File: src/rtl/udec_pkg.sv
package udec_pkg;
  localparam int NUM_FU    = 4;
  localparam int FU_W      = 40;
  localparam int NUM_IMM   = 2;
  localparam int IMM_IN_W  = 16;
  localparam int IMM_OUT_W = 32;
  localparam int SEQ_W     = 56;
  localparam int WORD_W    = NUM_FU * FU_W + SEQ_W;
  localparam int ACT_BIT   = FU_W - 1;
  localparam int SX_BIT    = FU_W - 2;

  typedef struct packed {
    logic              capture;
    logic              nopAll;
    logic [NUM_FU-1:0] unitEn;
  } dec_strobe_t;
endpackage

File: src/rtl/udec_ctrl.sv
module udec_ctrl
  import udec_pkg::*;
#(
  parameter int NFU = NUM_FU
) (
  input  logic           inValid,
  input  logic           reconfigBusy,
  input  logic [NFU-1:0] actBits,
  output dec_strobe_t    strobe
);
  logic blank;

  always_comb begin
    blank          = reconfigBusy | ~inValid;
    strobe.capture = inValid;
    strobe.nopAll  = blank;
    strobe.unitEn  = actBits & {NFU{~blank}};
  end
endmodule

File: src/rtl/udec_dp.sv
module udec_dp
  import udec_pkg::*;
#(
  parameter int NFU   = NUM_FU,
  parameter int FW    = FU_W,
  parameter int NIMM  = NUM_IMM,
  parameter int IIN   = IMM_IN_W,
  parameter int IOUT  = IMM_OUT_W,
  parameter int SW    = SEQ_W
) (
  input  logic               clk,
  input  logic               rst,
  input  dec_strobe_t        strobe,
  input  logic [NFU*FW+SW-1:0] inWord,
  output logic               outValid,
  output logic [NFU*FW-1:0]  outFu,
  output logic [NIMM*IOUT-1:0] outImm,
  output logic [NFU-1:0]     outClkEn,
  output logic [SW-1:0]      outSeq
);
  localparam int FU_TOTAL = NFU * FW;
  localparam int PAD_W    = IOUT - IIN;
  localparam int SXB      = FW - 2;

  logic [FU_TOTAL-1:0]  fuNext;
  logic [NIMM*IOUT-1:0] immNext;
  logic [SW-1:0]        seqNext;

  for (genvar k = 0; k < NFU; k++) begin : g_fu
    assign fuNext[k*FW +: FW] = strobe.nopAll ? '0 : inWord[k*FW +: FW];
  end

  for (genvar k = 0; k < NIMM; k++) begin : g_imm
    logic [IIN-1:0] raw;
    logic           signSel;
    assign raw     = fuNext[k*FW +: IIN];
    assign signSel = fuNext[k*FW + SXB];
    assign immNext[k*IOUT +: IOUT] = {{PAD_W{signSel & raw[IIN-1]}}, raw};
  end

  assign seqNext = strobe.capture ? inWord[FU_TOTAL +: SW] : '0;

  always_ff @(posedge clk) begin
    if (rst) begin
      outValid <= 1'b0;
      outFu    <= '0;
      outImm   <= '0;
      outClkEn <= '0;
      outSeq   <= '0;
    end else begin
      outValid <= strobe.capture;
      outFu    <= fuNext;
      outImm   <= immNext;
      outClkEn <= strobe.unitEn;
      outSeq   <= seqNext;
    end
  end
endmodule

File: src/rtl/udec_top.sv
module udec_top
  import udec_pkg::*;
(
  input  logic                       clk,
  input  logic                       rst,
  input  logic                       inValid,
  input  logic [WORD_W-1:0]          inWord,
  input  logic                       reconfigBusy,
  output logic                       outValid,
  output logic [NUM_FU*FU_W-1:0]     outFu,
  output logic [NUM_IMM*IMM_OUT_W-1:0] outImm,
  output logic [NUM_FU-1:0]          outClkEn,
  output logic [SEQ_W-1:0]           outSeq
);
  dec_strobe_t       strobe;
  logic [NUM_FU-1:0] actBits;

  for (genvar k = 0; k < NUM_FU; k++) begin : g_act
    assign actBits[k] = inWord[k*FU_W + ACT_BIT];
  end

  udec_ctrl #(.NFU(NUM_FU)) u_ctrl (
    .inValid      (inValid),
    .reconfigBusy (reconfigBusy),
    .actBits      (actBits),
    .strobe       (strobe)
  );

  udec_dp #(
    .NFU(NUM_FU), .FW(FU_W), .NIMM(NUM_IMM),
    .IIN(IMM_IN_W), .IOUT(IMM_OUT_W), .SW(SEQ_W)
  ) u_dp (
    .clk      (clk),
    .rst      (rst),
    .strobe   (strobe),
    .inWord   (inWord),
    .outValid (outValid),
    .outFu    (outFu),
    .outImm   (outImm),
    .outClkEn (outClkEn),
    .outSeq   (outSeq)
  );
endmodule

File: config.mk
export PLATFORM = sky130hd
export DESIGN_NAME = udec_top
export DESIGN_NICKNAME = d
export VERILOG_FILES = /design/src/rtl/udec_pkg.sv /design/src/rtl/udec_ctrl.sv /design/src/rtl/udec_dp.sv /design/src/rtl/udec_top.sv
export SDC_FILE = /design/constraint.sdc
export NUM_CORES = 1
export LEC_CHECK = 0
export ABC_CLOCK_PERIOD_IN_PS = 1600
export BUFFER_PORTS_ARGS = -buffer_cell sky130_fd_sc_hd__buf_4
export CELL_PAD_IN_SITES_DETAIL_PLACEMENT = 1
export CELL_PAD_IN_SITES_GLOBAL_PLACEMENT = 1
export CORE_AREA = 2 2 196 198
export DETAILED_ROUTE_END_ITERATION = 16
export DIE_AREA = 0 0 198 200
export GPL_TIMING_DRIVEN = 1
export PLACE_DENSITY_LB_ADDON = 0.1
export SYNTH_ARGS = -nofsm -noshare
export SYNTH_HDL_FRONTEND = slang
export SYNTH_SLANG_ARGS = --single-unit
export TNS_END_PERCENT = 50
File: constraint.sdc
create_clock -name clk -period 1.6 [get_ports clk]
set_input_delay 0.08 -clock clk [delete_from_list [all_inputs] [get_ports clk]]
set_output_delay 0.08 -clock clk [all_outputs]
set_load 0.03 [all_outputs]
==> Yosys cells after proc, flatten, opt, wreduce, memory -nomap -nowiden <==
Index checks and enable logic that the tools add are counted.
{ "op_classes": {"n_reduce_logical": 2, "n_mux": 2, "n_bitwise": 6} }
{ "ops": {"columns": ["op", "count"], "rows": [
  ["$mux W39", 2],
  ["$and A4 B4 Y4", 1],
  ["$reduce_or A2 Y1", 2],
  ["$and A1 B1 Y1", 2],
  ["$not A1 Y1", 2],
  ["$or A1 B1 Y1", 1]
]} }
{ "word_totals": {"input_bits": 220, "output_inout_bits": 285, "wordCells": 16, "reg_bits": 270} }

==> Depth between registers and ports, before layout <==
Gate-level depths: netlist of the first run.
{ "logic_depth": {"depth_word": 4, "mapped_depth": 4, "depth_no_buf": 2} }

==> Modules after synthesis <==
Synthesis of the first run repeated with hierarchy kept, for this count alone.
{ "unflattened": {"hier_cells": 563, "hier_area_um2": 7536.0} }
{ "modules_own_cells": {"columns": ["module", "instances", "area_each_um2", "cells_per_inst"], "rows": [
  ["udec_dp", 1, 7479.7, 556],
  ["udec_ctrl", 1, 56.3, 7]
]} }

==> Worst setup path before layout of the first run <==
OpenSTA, ideal clock, no wires.
{ "synth_timing": {"kind": "register to output", "start": "register u_dp.outImm[31] (netlist name)", "end": "output outImm[17]", "t_arrival_ps": 976, "slack_ps": 544, "path_buffers": 1, "stages_incl_launch_ff": 2, "required_time_ps": 1520, "path_cell_list": "dfxtp_1 -> buf_4"} }
{ "synth_lines": {"columns": ["element", "line_no", "text"], "rows": [
  ["to (decl)", "udec_top.sv:11", "output logic [NUM_IMM*IMM_OUT_W-1:0] outImm,"]
]} }

==> metrics.txt, run 1 <==
most frequent cells in the layout 508 x buf_4, 221 x dfxtp_1, 219 x dlygate4sd3_1; Top Layer Used met4; TritonCTS Buffers 28; drt wl/cell 15.5 um; Detailed Route WL 26900 um; static leakage 0.00655 uW; register bit total from synthesis 223; Initial Util 17.4%; final hold violation count 0; Final Hold Slack 0.0545 ns; Util after Layout 36.5%; critical path class flop to primary output; Post-DRT Antenna Nets 0; Syn. warnings 0; final setup vio count 0; Overflow after GRT 0; final slew viol count 0; Post-Route M1 WL 9450 um; first-pass GRT wire length 38000 um; status finished, final reports clean; Overall Global Routing Usage 12.8%; Fin Setup TNS 0 ns; CTS Buffer Depth 3; # Max-Cap Violations 0; layout cells sized above 1 48.6%; DP Wirelength 20000 um; crit-path max cell delay 0.49 ns; Synth area leader dfxtp_1; critical path's slowest cell dfxtp_2; Core ar. 37400 sq um; commonest non-fill, non-tap cell in the layout buf_4; syn nets 752; drt first pass iters 3; setup repair after global routing missed its margin false; worst vdd ir 0.000677 V; total buffers and inverters traversed by the critical path 1; CTS Sinks 223; Max transition margin 81.1%; residual DRC count 0; vias in the first global route 6450; PwrDens 1050 nW/um^2; Layout Nets 1428; Period minus WS final 1.34 ns; crit path max fanout 16; vias per cell 3.41; synth unique cells 12; Placer Congestion 0.692; sequential cell area fraction in the yosys report 68.6%; Die X 198 um; clock-pin slew on the worst setup and hold paths 0.06 ns; area delta synth->final 110%; # rows 71; class of the worst hold path input port to flop; fmax 0.745 GHz; Cell Area, Synth 6510 sq um; CTS tree built; CTS H-tree lvls 1; CP cell instances buf_4; initial DRC count 62; most area-consuming cells after synthesis dfxtp_1 69%, and2_1 18%, buf_4 7.2%; Post-Layout Inst Area 13700 sq um; placed cell count 1470; CP Capture Type primary output; Mean Syn Cell Area 12.2 sq um; Ports 505; Synth top area share 68.6%; Non-Filler Instances 1739; met3 wire len 2970 um; via count 5926; met2 WL post-DR 13800 um; Post CTS Setup Buffer Count 0; critical path startpoint category flop; Die ar. 39600 sq um; CP delay by family, top flip-flops; Die Y 200 um; crit share post-route 83.9%; Synth Instances 532; CTS root buffer clkbuf_16; # port buffers 504; pin count of the biggest net entering global routing 47; Arr. time, crit path 1.26 ns; initial antenna violation count 2; Area after DPL 10500 sq um; Required @ worst endpoint 1.52 ns; worst-margin pin slew 0.283 ns
area by class of cell:
type                    instances  area [sq um]
fillers                      4163         23700
repair buffers                731          6090
flip-flops and latches        223          4470
multi-input cells             224          1470
clock buffers                  39           813
well taps                     511           639
clock inverters                 9           178
diodes                          2          5.00
where the power goes:
group	leakage, uW	internal (uW)	switching, uW
Combinational	0.00424	1030	788
Clock	0.000486	4320	2450
Sequential	0.00182	5720	60.3
Total	0.00655	11100	3290
sequential cells by signal, summed over array words and instances (netlist names):
name and cells:
u_dp.outFu 128, u_dp.outSeq 56, u_dp.outImm 34, u_dp.outClkEn 4, u_dp.outValid 1
tightest hold or removal path, cell delays in order:
cell and delay, ns:
buf_4 0.09, and4bb_2 0.26, and2_1 0.13
stage by stage:
| stage | worst slack, ns | power [uW] |
|---|---|---|
| floorplan | 0.544 | 6510 |
| global placement | 0.413 | 7270 |
| detailed placement | 0.406 | 7280 |
| CTS | 0.00202 | 14700 |
| global route | 0.172 | 15000 |
| finish | 0.258 | 14400 |
synthesized netlist by cell type, drive strengths merged:
master  instances
clkbuf         22
and4b           1
nor3b           1
and4bb          1
nor2b           1
and2          219
buf            63
dfxtp         223
and3b           1
worst paths after layout:
| kind | cells after the start | end | startpoint | slack [ns] |
|---|---|---|---|---|
| setup / recovery | 1 | outImm[23] | u_dp.outImm[31]$_SDFF_PP0_ | 0.26 |
| hold / removal | 3 | u_dp.outImm[48]$_SDFF_PP0_ | inValid | 0.05 |
routing by layer:
metal  global-route usage [%]  vias to the layer above
li1                         -                     2899
met1                     12.6                     2667
met2                     23.7                      318
met3                     5.88                       42
met4                     4.29                        0
met5                        0                        -
cells by family (layout without fill, tap and decap cells):
logic type | Yosys count | count (layout) | share of synthesized area, %
DFF | 223 | 223 | 68.6
buffers and inverters | 85 | 779 | 8.77
and+or+nand+nor | 224 | 224 | 22.6
other | 0 | 2 | 0
repair_timing:
action                                  4_1_cts  5_1_grt
hold buffers                                219        0
gates resized for setup                       0        2
endpoints found under the setup margin        0       32
hold endpoints to repair                    223        0
Power figures use the tool's default switching activity.
==> run 2, diff against run 1 <==
--- a/config.mk
+++ b/config.mk
@@ -5,7 +5,7 @@
 export SDC_FILE = /design/constraint.sdc
 export NUM_CORES = 1
 export LEC_CHECK = 0
-export ABC_CLOCK_PERIOD_IN_PS = 1600
+export ABC_CLOCK_PERIOD_IN_PS = 1120
 export BUFFER_PORTS_ARGS = -buffer_cell sky130_fd_sc_hd__buf_4
 export CELL_PAD_IN_SITES_DETAIL_PLACEMENT = 1
 export CELL_PAD_IN_SITES_GLOBAL_PLACEMENT = 1
==> constraint.sdc (replaced) <==
create_clock -name clk -period 1.12 [get_ports clk]
set_input_delay 0.056 -clock clk [delete_from_list [all_inputs] [get_ports clk]]
set_output_delay 0.056 -clock clk [all_outputs]
set_load 0.03 [all_outputs]
==> run 2 against run 1 <==
The flow now finishes with violations (negative setup slack). Via count is 1.6% higher. First-iteration DRC count is 15% higher. Combinational power is 52% higher. Flip-flop and latch count stayed put. Sequential share of layout area is 1.2 points lower. Routed wire length is 2.4% higher. Utilization is 2.4 points higher. Power is 39% higher. Worst setup slack worse by 0.42 ns. Clock-buffer cell count is 5 higher. Clock power is 31% higher.
==> metrics.txt, run 2 (same netlist as run 1, synthesis figures left out) <==
CTS H-tree lvls 1 (unchanged); biggest regs u_dp.outFu x128, u_dp.outSeq x56, u_dp.outImm x34; Initial Util 17.4% (unchanged); residual DRC count 0 (unchanged); Hold Path Depth 4 (+1); pin count of the biggest net entering global routing 36 (-23%); Core ar. 37400 sq um (unchanged); Int Pwr 15200 uW (+37%); Layout Nets 1440 (+0.84%); Max transition margin 86.0% (+4.9 points); number of flip-flops in the largest register 128 (unchanged); Psw 4730 uW (+44%); Post-DRT Antenna Nets 0 (unchanged); Arr. time, crit path 1.23 ns (-0.03 ns); placed cell count 1477 (+0.48%); crit share post-route 115%; CTS Buffer Depth 3 (unchanged); Overall Global Routing Usage 13.1% (+0.32 points); Sw Ratio 23.7% (+0.80 points); Most flops, register u_dp.outFu; CTS tree built; worst-margin pin slew 0.209 ns (-0.0741 ns); final setup vio count 32 (+32); drt wl/cell 15.7 um (+1.7%); commonest non-fill, non-tap cell in the layout buf_4; initial antenna violation count 1 (-1); Overflow after GRT 0 (unchanged); status finished, violations left; DP Wirelength 20300 um (+1.8%); class of the worst hold path input port to flop; Reg power frac 41.6% (+1.3 points); final slew viol count 0 (unchanged); via count 6021 (+1.6%); Die Y 200 um (unchanged); Final Worst Setup Slack -0.164 ns (-0.422 ns); critical path startpoint category flop; worst vdd ir 0.00113 V (+68%); combinational power share 13.9% (+1.2 points); vias per cell 3.44 (+0.91%); Die X 198 um (unchanged); final hold violation count 0 (unchanged); TritonCTS Buffers 28 (unchanged); crit path max fanout 8 (-8); static leakage 0.00677 uW (+3.4%); # rows 71 (unchanged); Placer Congestion 0.705 (+1.9%); critical path class flop to primary output; vias in the first global route 6529 (+1.2%); # Max-Cap Violations 0 (unchanged); Post CTS Setup Buffer Count 0 (unchanged); layout cells sized above 1 55.7% (+7.1 points); setup repair after global routing missed its margin true; Worst Hold Path EP u_dp.outFu[19]$_SDFF_PP0_; clock-pin slew on the worst setup and hold paths 0.05 ns (about the same); power share of the clock group 44.5% (-2.6 points); drt first pass iters 4 (+1); fmax 0.779 GHz; first-pass GRT wire length 39000 um (+2.7%); Final Power 19900 uW (+39%); Util after Layout 39.0% (+2.4 points); failing checks negative setup slack; Ports 505 (unchanged); # port buffers 504 (unchanged); CTS Sinks 223 (unchanged); area delta synth->final 124%; most frequent cells in the layout 322 x buf_4, 222 x dlygate4sd3_1, 189 x buf_6; Period minus WS final 1.28 ns; initial DRC count 71 (+15%); Die ar. 39600 sq um (unchanged); Place WS 0.0316 ns (-0.374 ns); PwrDens 1370 nW/um^2 (+30%); Required @ worst endpoint 1.06 ns (-0.46 ns); Non-Filler Instances 1751 (+0.69%); startpoint of the lowest-slack hold path rst; Detailed Route WL 27600 um (+2.4%); CTS root buffer clkbuf_16; CP Capture Type primary output
==> run 2: worst max-delay path, stage by stage (launching register included) <==
cell and delay [ns]:
dfxtp_4 0.37, buf_8 0.14, buf_4 0.16
==> run 2: how the worst max path moves through the flow <==
| stage | start | to | slack (ns) | cells past startpoint |
|---|---|---|---|---|
| 2_1_floorplan | u_dp.outImm[31]$_SDFF_PP0_ | outImm[17] | 0.09 | 1 |
| 3_3_place_gp | rst | u_dp.outFu[138]$_SDFF_PP0_ | 0.06 | 5 |
| 3_5_place_dp | rst | u_dp.outFu[133]$_SDFF_PP0_ | 0.03 | 5 |
| 4_1_cts | u_dp.outImm[48]$_SDFF_PP0_ | outImm[48] | -0.20 | 2 |
| 5_1_grt | u_dp.outImm[48]$_SDFF_PP0_ | outImm[62] | -0.22 | 2 |
| 6_report | u_dp.outImm[31]$_SDFF_PP0_ | outImm[19] | -0.16 | 2 |
==> run 2: routing by layer <==
metal	part of all wire (%)	track usage [%]	up-vias
met3	11	5.78	36
met5	0	0	-
met4	2.1	3.37	0
li1	-	-	2920
met1	34	13.2	2759
met2	53	24.7	306
==> run 2: final cells by class <==
class / count / area, sq um
fillers: 4087 / 22800
multi-input cells: 224 / 1470
repair buffers: 743 / 6950
clock inverters: 5 / 61.3
diodes: 1 / 2.50
flip-flops and latches: 223 / 4600
clock buffers: 44 / 851
well taps: 511 / 639
==> run 2: through the flow <==
stage | setup TNS (ns) | area, sq um | hold WS (ns)
after global placement | 0 | 10500 | 0.258
final | -4.58 | 14600 | 0.0219
after detailed placement | 0 | 10500 | 0.262
after floorplan | 0 | 6510 | 0.178
after global routing | -7.24 | 14600 | 0.0166
after CTS | -7.39 | 14100 | 0.00349
==> run 2: power by group through the flow <==
stage	registers [uW]	logic, uW	clock network (uW)
5_1_grt	8310	2940	9580
6_report	8290	2760	8870
4_1_cts	8260	2720	9260
2_1_floorplan	8910	391	0
3_5_place_dp	8430	2000	0
3_3_place_gp	8430	1990	0
==> run 2: what timing repair did <==
| item | in CTS | in global routing |
|---|---|---|
| gates resized for setup | 118 | 178 |
| endpoints found under the hold margin | 223 | 1 |
| endpoints found under the setup margin | 124 | 189 |
| gates cloned | 2 | 0 |
| hold buffers | 220 | 3 |
==> run 3, diff against run 2 <==
--- a/config.mk
+++ b/config.mk
@@ -5,7 +5,7 @@
 export SDC_FILE = /design/constraint.sdc
 export NUM_CORES = 1
 export LEC_CHECK = 0
-export ABC_CLOCK_PERIOD_IN_PS = 1120
+export ABC_CLOCK_PERIOD_IN_PS = 1050
 export BUFFER_PORTS_ARGS = -buffer_cell sky130_fd_sc_hd__buf_4
 export CELL_PAD_IN_SITES_DETAIL_PLACEMENT = 1
 export CELL_PAD_IN_SITES_GLOBAL_PLACEMENT = 1
@@ -13,7 +13,7 @@
 export DETAILED_ROUTE_END_ITERATION = 16
 export DIE_AREA = 0 0 198 200
 export GPL_TIMING_DRIVEN = 1
-export PLACE_DENSITY_LB_ADDON = 0.1
+export PLACE_DENSITY_LB_ADDON = 0.15
 export SYNTH_ARGS = -nofsm -noshare
 export SYNTH_HDL_FRONTEND = slang
 export SYNTH_SLANG_ARGS = --single-unit
==> constraint.sdc (replaced) <==
create_clock -name clk -period 1.05 [get_ports clk]
set_input_delay 0.0525 -clock clk [delete_from_list [all_inputs] [get_ports clk]]
set_output_delay 0.0525 -clock clk [all_outputs]
set_load 0.03 [all_outputs]
==> run 3 against run 2 <==
The run still ends with negative setup slack left. Clock-buffer cell count down 4. Flip-flop and latch count unchanged. Via count up 0.80%. Critical path type unchanged.
==> metrics.txt, run 3 (same netlist as run 1, synthesis figures left out) <==
# port buffers 504 (unchanged); drt wl/cell 16.1 um (+2.5%); Place WS -0.000900 ns (-0.0325 ns); commonest non-fill, non-tap cell in the layout buf_6; fmax 0.810 GHz; clock-pin slew on the worst setup and hold paths 0.06 ns (about the same); Psw 4940 uW (+4.5%); Non-Filler Instances 1752 (+0.057%); residual DRC count 0 (unchanged); combinational power share 14.4% (+0.5 points); number of flip-flops in the largest register 128 (unchanged); setup repair after global routing missed its margin true; Ports 505 (unchanged); TritonCTS Buffers 27 (-3.6%); # Max-Cap Violations 0 (unchanged); Core ar. 37400 sq um (unchanged); placed cell count 1476 (-0.068%); Die ar. 39600 sq um (unchanged); Top Layer Used met5; CP Capture Type primary output; via count 6069 (+0.80%); critical path class flop to primary output; Post-Route M1 WL 10100 um (+7.6%); Int Pwr 16000 uW (+5.1%); Area after DPL 10600 sq um (about the same); DP Wirelength 20200 um (-0.75%); final hold violation count 0 (unchanged); worst vdd ir 0.00110 V (-3.4%); startpoint of the lowest-slack hold path rst; final slew viol count 0 (unchanged); status finished, violations left; Die X 198 um (unchanged); Arr. time, crit path 1.18 ns (-0.05 ns); Overall Global Routing Usage 13.6% (+0.50 points); Required @ worst endpoint 1.00 ns (-0.06 ns); first-pass GRT wire length 40600 um (+4.0%); CTS Buffer Depth 3 (unchanged); biggest regs u_dp.outFu x128, u_dp.outSeq x56, u_dp.outImm x34; initial DRC count 54 (-24%); Reg power frac 42.6% (+1.0 points); Most flops, register u_dp.outFu; Layout Nets 1439 (-0.069%); Period minus WS final 1.24 ns; crit-path max cell delay 0.37 ns (about the same); final setup vio count 82 (+160%); Post-Layout Inst Area 15100 sq um (+3.4%); Sw Ratio 23.6% (-0.11 points); number of fill cells 4003 (-2.1%); Final Worst Setup Slack -0.185 ns (-0.0211 ns); crit path max fanout 8 (unchanged); Overflow after GRT 0 (unchanged); initial antenna violation count 7 (+6); CTS tree built; CTS H-tree lvls 1 (unchanged); power share of the clock group 43.0% (-1.5 points); Initial Util 17.4% (unchanged); critical path's slowest cell dfxtp_4; CTS Sinks 223 (unchanged); Final Hold Slack 0.0331 ns (+0.0111 ns); worst-margin pin slew 0.184 ns (-0.0255 ns); class of the worst hold path input port to flop; CTS root buffer clkbuf_16; met2 WL post-DR 14200 um (-1.9%); Placer Congestion 0.718 (+1.9%); Die Y 200 um (unchanged); critical path startpoint category flop; # rows 71 (unchanged); pin count of the biggest net entering global routing 41 (+14%); failing checks negative setup slack; PwrDens 1390 nW/um^2 (+1.5%); CP startpoint u_dp.outImm[31]$_SDFF_PP0_; Detailed Route WL 28300 um (+2.5%); vias in the first global route 6745 (+3.3%); area delta synth->final 131%; vias per cell 3.46 (+0.74%); CP cell instances buf_8 -> buf_6; static leakage 0.00689 uW (+1.8%); most frequent cells in the layout 284 x buf_6, 224 x buf_4, 223 x dlygate4sd3_1; met3 wire len 3280 um (+5.8%); layout cells sized above 1 66.5% (+11 points); crit share post-route 118%; Post-DRT Antenna Nets 0 (unchanged); Max transition margin 87.7% (+1.7 points); drt first pass iters 4 (unchanged)
==> run 3: cell types whose count changed in the layout (fill, tap and decap cells not counted), moves of 2 or more <==
cell | before | now
dfxtp_2 | 79 | 216
clkbuf_8 | 9 | 7
dfxtp_1 | 135 | 0
buf_6 | 189 | 284
dfxtp_4 | 9 | 7
diode_2 | 1 | 5
buf_4 | 322 | 224
==> run 3: final cells by class <==
class,count,area [sq um],area share (%)
Multi-Input combinational cell,224,1470,9.78
Sequential cell,223,4760,31.6
Clock inverter,6,57.6,0.382
Timing Repair Buffer,743,7330,48.6
Clock buffer,40,795,5.27
Tap cell,511,639,4.24
Antenna cell,5,12.5,0.0830
==> run 3: repair_timing <==
action / 4_1_cts / 5_1_grt
gates resized for setup: 504 / 22
hold buffers: 223 / 0
cloned: 2 / 0
hold endpoints to repair: 223 / 0
buffers inserted: 0 / 0
pin swaps: 0 / 0
endpoints found under the setup margin: 285 / 285
==> run 3: worst max-delay path: cells and delay by family (launching register included) <==
kind / cells / cell delay [ns]
buf+inv: 2 / 0.28
flops: 1 / 0.37
==> run 3: path summary, 6_finish.rpt <==
| kind | to | cells after the start | slack [ns] |
|---|---|---|---|
| setup / recovery | outImm[17] | 2 | -0.19 |
| hold / removal | u_dp.outSeq[13]$_SDFF_PP0_ | 4 | 0.03 |
==> run 3: power groups by stage <==
stage               clock, uW  sequential [uW]  combinational, uW
floorplan                   0             9510                417
global placement            0             8990               2130
detailed placement          0             8990               2140
CTS                      9380             8900               3040
global route             9740             8920               3200
finish                   8990             8900               3020
==> run 3: routing by layer <==
metal / GRT usage, % / up-vias
li1: - / 2921
met1: 13.9 / 2778
met2: 24.7 / 330
met3: 6.65 / 38
met4: 3.73 / 2
met5: 0 / -
==> run 3: per-stage QoR <==
step                      util, %   TNS [ns]  total power (uW)
after CTS                    40.0     -13.88             21300
after detailed placement     28.2  -0.000900             11100
final                        40.3      -6.23             20900
after global placement       28.2          0             11100
after global routing         40.3     -16.59             21900
after floorplan                 -          0              9920
